[src/rtl/crc_eng_pkg.sv]
package crc_eng_pkg;

   // Register word addresses; the order is what software relies on.
   typedef enum logic [1:0] {
      REG_CTRL   = 2'd0,
      REG_FEED   = 2'd1,
      REG_RESULT = 2'd2,
      REG_SPARE  = 2'd3
   } crc_reg_e;

   localparam int unsigned DEF_DATA_W = 16;
   localparam int unsigned DEF_CRC_W  = 16;
   localparam int unsigned DEF_BYTE_W = 8;
   localparam int unsigned DEF_CNT_W  = 12;
   localparam int unsigned DEF_CLR_BIT = 15;

endpackage

[src/rtl/crc_fold.sv]
// Combinational fold of one data byte into a CRC state. One stage per data
// bit is unrolled; the bit order is picked by a parameter.
module crc_fold #(
   parameter int unsigned W         = 16,
   parameter int unsigned BYTE_W    = 8,
   parameter logic [W-1:0] POLY     = 16'h8408,
   parameter bit          LSB_FIRST = 1'b1
) (
   input  logic [W-1:0]      crc_in,
   input  logic [BYTE_W-1:0] byte_in,
   output logic [W-1:0]      crc_out
);

   localparam int unsigned STAGES = BYTE_W + 1;

   if (BYTE_W == 0 || BYTE_W > W) begin : g_bad_width
      $error("crc_fold: BYTE_W must be in 1..W");
   end

   logic [W-1:0] stage [STAGES];

   assign stage[0] = crc_in;

   for (genvar i = 0; i < BYTE_W; i++) begin : g_bit
      if (LSB_FIRST) begin : g_lsb
         logic fb;
         assign fb           = stage[i][0] ^ byte_in[i];
         assign stage[i + 1] = (stage[i] >> 1) ^ (fb ? POLY : '0);
      end else begin : g_msb
         logic fb;
         assign fb           = stage[i][W-1] ^ byte_in[BYTE_W-1-i];
         assign stage[i + 1] = (stage[i] << 1) ^ (fb ? POLY : '0);
      end
   end

   assign crc_out = stage[BYTE_W];

endmodule

[src/rtl/crc_state.sv]
// CRC state register: clear to the start value, or load the folded value.
module crc_state #(
   parameter int unsigned  W    = 16,
   parameter logic [W-1:0] INIT = 16'hFFFF
) (
   input  logic         clk,
   input  logic         rst_n,
   input  logic         clr,
   input  logic         load,
   input  logic [W-1:0] nxt,
   output logic [W-1:0] q
);

   always_ff @(posedge clk or negedge rst_n) begin
      if (!rst_n)      q <= INIT;
      else if (clr)    q <= INIT;
      else if (load)   q <= nxt;
   end

   p_clear_state_r2: assert property (@(posedge clk) disable iff (!rst_n)
      clr |=> (q == INIT));

   p_idle_hold_r8: assert property (@(posedge clk) disable iff (!rst_n)
      (!clr && !load) |=> $stable(q));

endmodule

[src/rtl/byte_counter.sv]
// Saturating count of absorbed bytes.
module byte_counter #(
   parameter int unsigned CNT_W = 12
) (
   input  logic             clk,
   input  logic             rst_n,
   input  logic             clr,
   input  logic             inc,
   output logic [CNT_W-1:0] cnt
);

   localparam logic [CNT_W-1:0] CNT_MAX = {CNT_W{1'b1}};

   if (CNT_W < 2) begin : g_bad_cnt
      $error("byte_counter: CNT_W must be at least 2");
   end

   logic at_max;
   assign at_max = (cnt == CNT_MAX);

   always_ff @(posedge clk or negedge rst_n) begin
      if (!rst_n)                 cnt <= '0;
      else if (clr)               cnt <= '0;
      else if (inc && !at_max)    cnt <= cnt + 1'b1;
   end

   p_clear_count_r2: assert property (@(posedge clk) disable iff (!rst_n)
      clr |=> (cnt == '0));

   p_step_count_r4: assert property (@(posedge clk) disable iff (!rst_n)
      (inc && !clr && (cnt != CNT_MAX)) |=> (cnt == $past(cnt) + 1'b1));

   p_no_wrap_r5: assert property (@(posedge clk) disable iff (!rst_n)
      ((cnt == CNT_MAX) && !clr) |=> (cnt == CNT_MAX));

endmodule

[src/rtl/crc_byte_engine.sv]
// Register-mapped byte-fed CRC accumulator with a saturating byte count.
module crc_byte_engine
   import crc_eng_pkg::*;
#(
   parameter int unsigned         DATA_W    = DEF_DATA_W,
   parameter int unsigned         ADDR_W    = 2,
   parameter int unsigned         CRC_W     = DEF_CRC_W,
   parameter int unsigned         BYTE_W    = DEF_BYTE_W,
   parameter int unsigned         CNT_W     = DEF_CNT_W,
   parameter int unsigned         CLR_BIT   = DEF_CLR_BIT,
   parameter logic [CRC_W-1:0]    POLY      = 16'h8408,
   parameter logic [CRC_W-1:0]    INIT      = 16'hFFFF,
   parameter logic [CRC_W-1:0]    XOROUT    = 16'hFFFF,
   parameter bit                  LSB_FIRST = 1'b1
) (
   input  logic              clk,
   input  logic              rst_n,
   input  logic              wr_en,
   input  logic [ADDR_W-1:0] addr,
   input  logic [DATA_W-1:0] wdata,
   output logic [DATA_W-1:0] rdata
);

   localparam logic [ADDR_W-1:0] A_CTRL   = ADDR_W'(REG_CTRL);
   localparam logic [ADDR_W-1:0] A_FEED   = ADDR_W'(REG_FEED);
   localparam logic [ADDR_W-1:0] A_RESULT = ADDR_W'(REG_RESULT);

   if (ADDR_W < 2)         begin : g_bad_addr  $error("ADDR_W too small");        end
   if (CLR_BIT >= DATA_W)  begin : g_bad_clr   $error("CLR_BIT outside word");    end
   if (CNT_W > CLR_BIT)    begin : g_bad_cnt   $error("count overlaps clear bit"); end
   if (CRC_W > DATA_W)     begin : g_bad_crc   $error("CRC wider than word");     end
   if (BYTE_W > DATA_W)    begin : g_bad_byte  $error("byte wider than word");    end

   logic               sel_ctrl, sel_feed, sel_result;
   logic               do_clr, do_feed;
   logic [CRC_W-1:0]   crc_q, crc_nxt;
   logic [CNT_W-1:0]   cnt_q;

   assign sel_ctrl   = (addr == A_CTRL);
   assign sel_feed   = (addr == A_FEED);
   assign sel_result = (addr == A_RESULT);

   assign do_clr  = wr_en && sel_ctrl && wdata[CLR_BIT];
   assign do_feed = wr_en && sel_feed;

   crc_fold #(
      .W         (CRC_W),
      .BYTE_W    (BYTE_W),
      .POLY      (POLY),
      .LSB_FIRST (LSB_FIRST)
   ) u_fold (
      .crc_in  (crc_q),
      .byte_in (wdata[BYTE_W-1:0]),
      .crc_out (crc_nxt)
   );

   crc_state #(
      .W    (CRC_W),
      .INIT (INIT)
   ) u_state (
      .clk   (clk),
      .rst_n (rst_n),
      .clr   (do_clr),
      .load  (do_feed),
      .nxt   (crc_nxt),
      .q     (crc_q)
   );

   byte_counter #(
      .CNT_W (CNT_W)
   ) u_count (
      .clk   (clk),
      .rst_n (rst_n),
      .clr   (do_clr),
      .inc   (do_feed),
      .cnt   (cnt_q)
   );

   always_comb begin
      rdata = '0;
      if (sel_ctrl)        rdata[CNT_W-1:0] = cnt_q;
      else if (sel_result) rdata[CRC_W-1:0] = crc_q ^ XOROUT;
   end

   // A feed write must change the count unless it is already saturated.
   p_feed_moves_count_r7: assert property (@(posedge clk) disable iff (!rst_n)
      (do_feed && (cnt_q != {CNT_W{1'b1}})) |=> (cnt_q != $past(cnt_q)));

endmodule

[config.mk]
export PLATFORM = sky130hd
export DESIGN_NAME = crc_byte_engine
export DESIGN_NICKNAME = d
export VERILOG_FILES = /design/src/rtl/crc_eng_pkg.sv /design/src/rtl/crc_fold.sv /design/src/rtl/crc_state.sv /design/src/rtl/byte_counter.sv /design/src/rtl/crc_byte_engine.sv
export SDC_FILE = /design/constraint.sdc
export NUM_CORES = 1
export LEC_CHECK = 0
export ABC_AREA = 1
export CAP_MARGIN = 30
export CELL_PAD_IN_SITES_DETAIL_PLACEMENT = 1
export CELL_PAD_IN_SITES_GLOBAL_PLACEMENT = 1
export CORE_AREA = 2 2 64 112
export DETAILED_ROUTE_END_ITERATION = 6
export DIE_AREA = 0 0 66 114
export PLACE_DENSITY = 0.76
export SYNTH_ARGS = -nofsm -noshare
export SYNTH_HDL_FRONTEND = slang
export SYNTH_SLANG_ARGS = --single-unit
[constraint.sdc]
create_clock -name clk -period 2.01 [get_ports clk]
set_clock_uncertainty 0.1 [all_clocks]
set_input_delay 0.201 -clock clk [delete_from_list [all_inputs] [get_ports clk]]
set_output_delay 0.201 -clock clk [all_outputs]
set_load 0.02 [all_outputs]
* Word level (Yosys, flattened, before mapping)
Cells that the tools add are included. Widths: inputs -> output; s select.
Operators by class: add/sub/neg operators 1, eq/ne operators 3, mux-type cells 15, bitwise operators 17, reduce and logical (&&, ||, !) cells 8
Operators by type and width (number):
- $mux 16 | 11
- $xor 15x16->16 | 8
- $mux 12 | 3
- $not 16->16 | 1
- $add 12x1->12 const B | 1
- $eq 12x12->1 const B | 1
- $xor 1x1->1 | 8
- $logic_and 1x1->1 | 4
- $mux 4 | 1
- $reduce_bool 2->1 | 2
- $eq 2x1->1 const B | 1
- $eq 2x2->1 const B | 1
- $logic_not 2->1 | 1
- $logic_not 1->1 | 1
Storage, ports and cells: flip-flop bits (word level) 28, input port bits 21, word-level logic and storage cells 46

* Logic depth before layout (Yosys ltp)
Gate-level depths: netlist (run 1).
word-level depth 26, gate-level depth with buffers 10, gate-level depth less buffers 10

* Modules after synthesis
A second synthesis (run 1) with hierarchy kept.
Unflattened totals: cells, all modules 339, area, all modules 2200.9 sq um
Modules (own cells, without submodules):
- byte_counter | times used 1, cells each 97, area each 730.7 sq um, seq. area each 300.3 sq um
- crc_state | times used 1, cells each 70, area each 680.7 sq um, seq. area each 420.4 sq um
- crc_fold | times used 1, cells each 109, area each 523.0 sq um, seq. area each 0.0 sq um
- crc_byte_engine | times used 1, cells each 63, area each 266.5 sq um, seq. area each 0.0 sq um

* Least setup slack after synthesis (run 1)
OpenSTA, ideal clock, no wires.
kind reg2reg, from register u_count.cnt[0], to register u_count.cnt[7], library setup time 0.118 ns, arrival 1.260 ns, slack 0.532 ns, stages on the path, launching flop included 11, path buffers 1, period minus slack after synthesis 1.478 ns, path through dfrtp_1 ha_1 buf_2 nand2_1 nor2_2 nand3_2 nand2_4 nand2_4 clkinv_4 nand2_1 o21ai_2
Between the ends: longest elaborated chain between the ends 4
RTL lines:
- start, declared | RTL line byte_counter.sv:9 | output logic [CNT_W-1:0] cnt
- start signal, assigned | RTL line byte_counter.sv:24 | else if (inc && !at_max) cnt <= cnt + 1'b1;
- parallel branches: the longest is 4 deep, another holds $add 12x1->12
Parallel ways; which one is timed is not known. The select of a mux whose other input is x is not followed. A chain may end at the register's enable or synchronous reset.

* Worst setup path in the final report (run 1)
from input addr[0], to output rdata[6]
Between the ends: longest elaborated chain between the ends 3
RTL lines:
- start, declared | RTL line crc_byte_engine.sv:19 | input logic [ADDR_W-1:0] addr,
- $eq 2x2->1 | RTL line crc_byte_engine.sv:41 | assign sel_result = (addr == A_RESULT);
- $mux 16 | RTL line crc_byte_engine.sv:82 | else if (sel_result) rdata[CRC_W-1:0] = crc_q ^ XOROUT;
- $mux 12 (*) | RTL line crc_byte_engine.sv:81 | if (sel_ctrl) rdata[CNT_W-1:0] = cnt_q;
- end, declared | RTL line crc_byte_engine.sv:21 | output logic [DATA_W-1:0] rdata
Every way passes the cells marked *; elsewhere a longest branch is shown, timed or not.

==> results of run 1 <==
power groups by stage:
stage               sequential (W)  combinational, W  clock (W)
floorplan                 0.000895          0.000604          0
global placement          0.000962          0.000851          0
detailed placement        0.000974          0.000886          0
CTS                       0.000963          0.000861   0.000519
global route              0.000990          0.000964   0.000534
finish                    0.000962          0.000847   0.000510
metal layers:
metal,track usage [%],vias up
met4,7.483,0
met1,17.80,969
met5,0,-
met3,1.874,8
li1,-,944
met2,34.48,31
final cells by class:
| class | count | area (um^2) | share of cell area [%] |
|---|---|---|---|
| inverter | 30 | 117.6 | 4.781 |
| clock buffer | 4 | 88.84 | 3.611 |
| sequential | 28 | 720.7 | 29.30 |
| timing repair buffer | 42 | 367.9 | 14.95 |
| multi-input combinational | 202 | 1060 | 43.08 |
| tap | 84 | 105.1 | 4.273 |
registers in the layout (all words and copies together), names as in the netlist:
register and cells:
u_count.cnt 12, u_state.q 16
worst max path at each step:
stage	end	cells past startpoint
floorplan	u_count.cnt[7]$_DFFE_PN0P_	10
global placement	rdata[6]	5
detailed placement	rdata[6]	6
CTS	rdata[6]	6
global route	rdata[2]	6
finish	rdata[6]	6
Yosys cell counts (2+ instances only):
cell / instances / area [um^2]
inv_1: 25 / 93.84
dfstp_2: 16 / 420.4
nand2_2: 2 / 12.51
o21ai_1: 8 / 40.04
o21ai_2: 2 / 17.52
nor2_2: 3 / 18.77
nand2_1: 84 / 315.3
a31oi_1: 3 / 18.77
xor2_1: 11 / 96.34
nand3_1: 25 / 125.1
o22ai_1: 10 / 62.56
buf_2: 5 / 25.02
nor2_1: 16 / 60.06
nand2_4: 2 / 22.52
a21oi_1: 5 / 25.02
nand3b_1: 3 / 22.52
dfrtp_1: 12 / 300.3
inv_2: 3 / 11.26
xnor2_1: 5 / 43.79
a22oi_2: 2 / 25.02
nand4_1: 7 / 43.79
o21ai_0: 8 / 40.04
nor2_4: 2 / 22.52
placed cells by master, fill, tap and decap left out, drive strengths merged:
cell and count:
nand2 88, inv 28, nand3 27, nor2 21, o21ai 18, dlygate4sd2 16
dfstp 16, clkdlybuf4s50 13, buf 13, dfrtp 12, xor2 11, o22ai 10
nand4 7, xnor2 5, a21oi 5, clkbuf 4, a31oi 3, nand3b 3
a22oi 2, clkinv 2, a21o 1, ha 1
what timing repair did:
action,CTS,global route
endpoints found under the hold margin,0,0
endpoints found under the setup margin,16,0
gates resized for setup,16,0
kinds of logic (layout without fill, tap and decap cells):
group                    count (synthesis)  in the layout  synth area share [%]
AO/OA/AOI/OAI                           39             39                 12.18
AND/OR/NAND/NOR                        146            146                 34.54
flip-flops                              28             28                 37.11
XOR/XNOR                                16             16                 7.216
buffers and inverters                   37             76                 8.312
adder cells (fa/ha/maj)                  1              1                0.6442
per-stage QoR:
stage,hold slack (ns),util [%]
after floorplan,-0.1946,-
after global placement,0.4098,35.65
after detailed placement,0.4275,35.65
after CTS,0.2373,36.68
after global routing,0.2490,36.68
final,0.2235,36.68
worst max-delay path: stages:
cell	delay, ns
clkdlybuf4s50_1	0.48
inv_1	0.09
nand2_1	0.05
buf_4	0.19
o21ai_0	0.23
dlygate4sd2_1	0.37
==> qor.txt, run 1 <==
status -> completed
worst r2r src -> u_count.cnt[0]$_DFFE_PN0P_
Die Y -> 114 um
nets -> 329
wire length on met1 -> 2.236 mm
first-pass GRT wire length -> 10.06 mm
IO Pins -> 37
clock power share -> 22.0%
Yosys warnings -> 0
antenna diode count -> 0
share of cells above drive strength 1 -> 16.99%
Critical Path RT -> 1.71 ns
Global Route Usage Sum -> 17.52%
Syn Inst Count -> 267
Hold Vio Cnt, Final -> 0
syn_nets -> 289
cts hold-fix bufs -> 0
crit-path max FO -> 16
Reg2Reg Depth -> 9
clock buffer depth -> 2
routed wire length -> 6.010 mm
TritonCTS Sinks -> 28
Worst-path clk slew -> 0.07 ns
Detailed Place HPWL -> 4.816 mm
total power -> 0.002318 W
kind of critical path -> primary input to output port
Int Pwr -> 0.001436 W
met2 WL -> 3.496 mm
switch share -> 38.04%
max-slew violations -> 0
sw power -> 0.0008817 W
Final ANT Viol Nets -> 0
Post-synth EDFFs -> 0
Critical R2R Capture -> u_count.cnt[8]$_DFFE_PN0P_
Synth Register Bits -> 28
CTS tree -> done
post-place setup slack -> -0.2169 ns
Synth cell types -> 31
asr flop ratio synth -> 100.0%
met3 wire length -> 143 um
initial antenna violation count -> 0
Peak Freq -> 520.8 MHz
Layout area overhead -> 26.68%
Die W -> 66 um
setup ws final -> 0.08972 ns
setup repair bufs after CTS -> 0
vias per cell -> 5.005
drt wl/cell -> 15.41 um
setup_tns -> 0 ns
Placer Congestion -> 0.8535
Top Layer Used -> met4
Buffers on Ports -> 29
Max-slew headroom -> 74.62%
full die area -> 7524 um^2
worst hold path type -> primary input to asynchronous set/reset pin
data arrival time of the critical path -> 1.62 ns
Clk Tree Root Cell -> clkbuf_16
number of H-tree levels -> 1
placement row count -> 40
cell area after placement -> 2391 um^2
# setup viols final -> 0
initial DRC count -> 48
Inst Count DP -> 386
crit share post-route -> 95.54%
Reg power frac -> 41.5%
min Tclk post-route -> 1.920 ns
core area -> 6706 um^2
unrepaired setup endpoints after global routing -> false
Worst-Margin Slew -> 0.3807 ns
Comb pwr share -> 36.5%
DR vias -> 1952
CTS Buf Count -> 3
latest clock arrival within the worst-skew pair -> 0.27 ns
GRT overflow -> 0
sequential share of the synthesized area -> 37.11%
Worst Setup SP -> addr[0]
fin cells -> 390
Initial Utilization -> 28.96%
Top FF cell, synth -> dfstp_2
crit end category -> output port
Max IR drop VDD -> 328.4 uV
Post-route DRC -> 0
1st-pass router iterations -> 6
pin count of the biggest net entering global routing -> 29
Mapped Avg Cell Area -> 7.273 um^2
fillers -> 869
max capacitance violation total -> 0
vias in the first global route -> 2062
startpoint type of the worst setup path -> primary input
P per Cell Area -> 942.3 nW/um^2
leakage power -> 1.158 nW
synthesized area -> 1942 um^2
setup slack, reg-to-reg -> 0.42 ns
design area -> 2460 um^2
No activity file was read; power rests on OpenSTA's default activity.
==> run 2, diff against run 1 <==
- CORE_AREA: 2 2 64 112 -> 2 2 58 101
- DIE_AREA: 0 0 66 114 -> 0 0 60 103
- PLACE_DENSITY: 0.76 -> 0.89
==> qor.txt, run 2 (same netlist as run 1, synthesis figures left out) <==
status -> completed (unchanged)
nets -> 325 (was 329)
max FFs per register -> 16 (unchanged)
min Tclk post-route -> 1.918 ns (was 1.920 ns)
clock power share -> 14.6% (was 22.0%)
Worst-path clk slew -> 0.10 ns (was 0.07 ns)
largest registers -> u_state.q: 16 flops, u_count.cnt: 12 flops (unchanged)
switch share -> 40.67% (was 38.04%)
initial DRC count -> 44 (was 48)
Final Util -> 43.53% (was 36.68%)
Global Route Usage Sum -> 20.82% (was 17.52%)
unrepaired setup endpoints after global routing -> false (unchanged)
Reg power frac -> 45.2% (was 41.5%)
Die Y -> 103 um (was 114 um)
crit end category -> output port (unchanged)
Max-slew headroom -> 74.18% (was 74.62%)
Clk Tree Root Cell -> clkbuf_8 (was clkbuf_16)
full die area -> 6180 um^2 (was 7524 um^2)
routed wire length -> 5.833 mm (was 6.010 mm)
kind of critical path -> primary input to output port (unchanged)
setup slack, reg-to-reg -> 0.40 ns (was 0.42 ns)
Reg area -> 720.7 um^2 (unchanged)
Placer Congestion -> 0.8886 (was 0.8535)
Reg2Reg Depth -> 9 (unchanged)
startpoint type of the worst setup path -> primary input (unchanged)
Final ANT Viol Nets -> 0 (unchanged)
IO Pins -> 37 (unchanged)
sw power -> 0.0008646 W (was 0.0008817 W)
placement row count -> 36 (was 40)
antenna diode count -> 0 (unchanged)
1st-pass router iterations -> 4 (was 6)
vias in the first global route -> 2159 (was 2062)
Hold Vio Cnt, Final -> 0 (unchanged)
Detailed Place HPWL -> 4.517 mm (was 4.816 mm)
share of cells above drive strength 1 -> 15.61% (was 16.99%)
core area -> 5450 um^2 (was 6706 um^2)
Buffers on Ports -> 29 (unchanged)
Int Pwr -> 0.001261 W (was 0.001436 W)
initial antenna violation count -> 0 (unchanged)
Initial Utilization -> 35.63% (was 28.96%)
most frequent cells in the layout -> nand2_1, inv_1, nand3_1 (unchanged)
first-pass GRT wire length -> 9.867 mm (was 10.06 mm)
drt wl/cell -> 15.47 um (was 15.41 um)
latest clock arrival within the worst-skew pair -> 0.27 ns (about the same)
number of H-tree levels -> 1 (unchanged)
GRT overflow -> 0 (unchanged)
total power -> 0.002126 W (was 0.002318 W)
Peak Freq -> 521.3 MHz (was 520.8 MHz)
fillers -> 714 (was 869)
DR vias -> 1933 (was 1952)
Layout area overhead -> 22.17% (was 26.68%)
Multi-input gate area -> 1060 um^2 (unchanged)
P per Cell Area -> 896.2 nW/um^2 (was 942.3 nW/um^2)
setup ws final -> 0.09188 ns (was 0.08972 ns)
clock buffer depth -> 2 (unchanged)
leakage power -> 1.114 nW (was 1.158 nW)
post-place setup slack -> -0.2237 ns (was -0.2169 ns)
# setup viols final -> 0 (unchanged)
Critical R2R Capture -> u_count.cnt[5]$_DFFE_PN0P_ (was u_count.cnt[8]$_DFFE_PN0P_)
worst hold path type -> primary input to asynchronous set/reset pin (unchanged)
data arrival time of the critical path -> 1.62 ns (about the same)
crit share post-route -> 95.43% (was 95.54%)
pin count of the biggest net entering global routing -> 29 (unchanged)
Die W -> 60 um (was 66 um)
max-slew violations -> 0 (unchanged)
crit-path max FO -> 14 (was 16)
CTS tree -> done (unchanged)
TritonCTS Sinks -> 28 (unchanged)
Biggest register -> u_state.q (unchanged)
Post-route DRC -> 0 (unchanged)
Critical Path RT -> 1.71 ns (about the same)
vias per cell -> 5.127 (was 5.005)
max capacitance violation total -> 0 (unchanged)
Worst-Margin Slew -> 0.3873 ns (was 0.3807 ns)
Max IR drop VDD -> 396.8 uV (was 328.4 uV)
worst r2r src -> u_count.cnt[0]$_DFFE_PN0P_ (unchanged)
commonest non-fill, non-tap cell in the layout -> nand2_1 (unchanged)
CTS Buf Count -> 3 (unchanged)
Comb pwr share -> 40.1% (was 36.5%)
[run 2: changes by cell type in the layout (fill, tap and decap cells not counted)]
cell	before	now
buf_4	13	9
clkbuf_16	3	0
clkdlybuf4s50_1	13	12
clkbuf_8	1	3
clkdlybuf4s15_1	0	1
[run 2: through the flow]
stage	TNS (ns)	hold slack (ns)	cell area (um^2)	std cells
after global routing	0	0.2438	2372	377
after CTS	0	0.2185	2371	377
after detailed placement	-3.241	0.4160	2351	374
after global placement	-3.061	0.4008	2351	374
final	0	0.2040	2372	377
after floorplan	0	-0.1946	1942	267
[run 2: what timing repair did]
| item | 4_1_cts | 5_1_grt |
|---|---|---|
| setup buffers | 0 | 0 |
| endpoints found under the hold margin | 0 | 0 |
| gates cloned | 0 | 0 |
| gates resized for setup | 17 | 1 |
| setup endpoints to repair | 16 | 1 |
| hold buffers | 0 | 0 |
[run 2: worst max-delay path, stage by stage]
cell and delay [ns]:
clkdlybuf4s50_1 0.51, inv_1 0.09, nand2_1 0.05, buf_4 0.19
o22ai_1 0.21, dlygate4sd2_1 0.36
[run 2: power groups by stage]
stage / combinational, W / sequential [W] / clock [W]
6_report: 0.000853 / 0.000962 / 0.000311
5_1_grt: 0.000955 / 0.000983 / 0.000334
4_1_cts: 0.000861 / 0.000960 / 0.000320
3_5_place_dp: 0.000883 / 0.000970 / 0
3_3_place_gp: 0.000841 / 0.000962 / 0
2_1_floorplan: 0.000604 / 0.000895 / 0
[run 2: per-layer routing]
metal | global-route usage [%] | wire length, um | up-vias
met4 | 8.889 | 165 | 0
li1 | - | - | 938
met5 | 0 | 0 | -
met3 | 1.757 | 157 | 12
met1 | 22.40 | 2244 | 945
met2 | 39.63 | 3265 | 38
[run 2: layout make-up]
cell class	count	area share [%]
inverters	30	4.958
multi-input cells	202	44.67
repair buffers	38	14.24
well taps	76	4.008
clock buffers	3	1.741
flip-flops and latches	28	30.38
[run 2: how the worst max path moves through the flow]
stage	start	endpoint	slack, ns	depth (start not counted)
final	addr[0]	rdata[5]	0.09	6
after global routing	addr[0]	rdata[12]	0.005	7
after CTS	addr[0]	rdata[2]	0.09	6
after detailed placement	addr[1]	rdata[2]	-0.22	5
after global placement	addr[1]	rdata[2]	-0.23	5
after floorplan	u_count.cnt[0]$_DFFE_PN0P_	u_count.cnt[7]$_DFFE_PN0P_	0.53	10
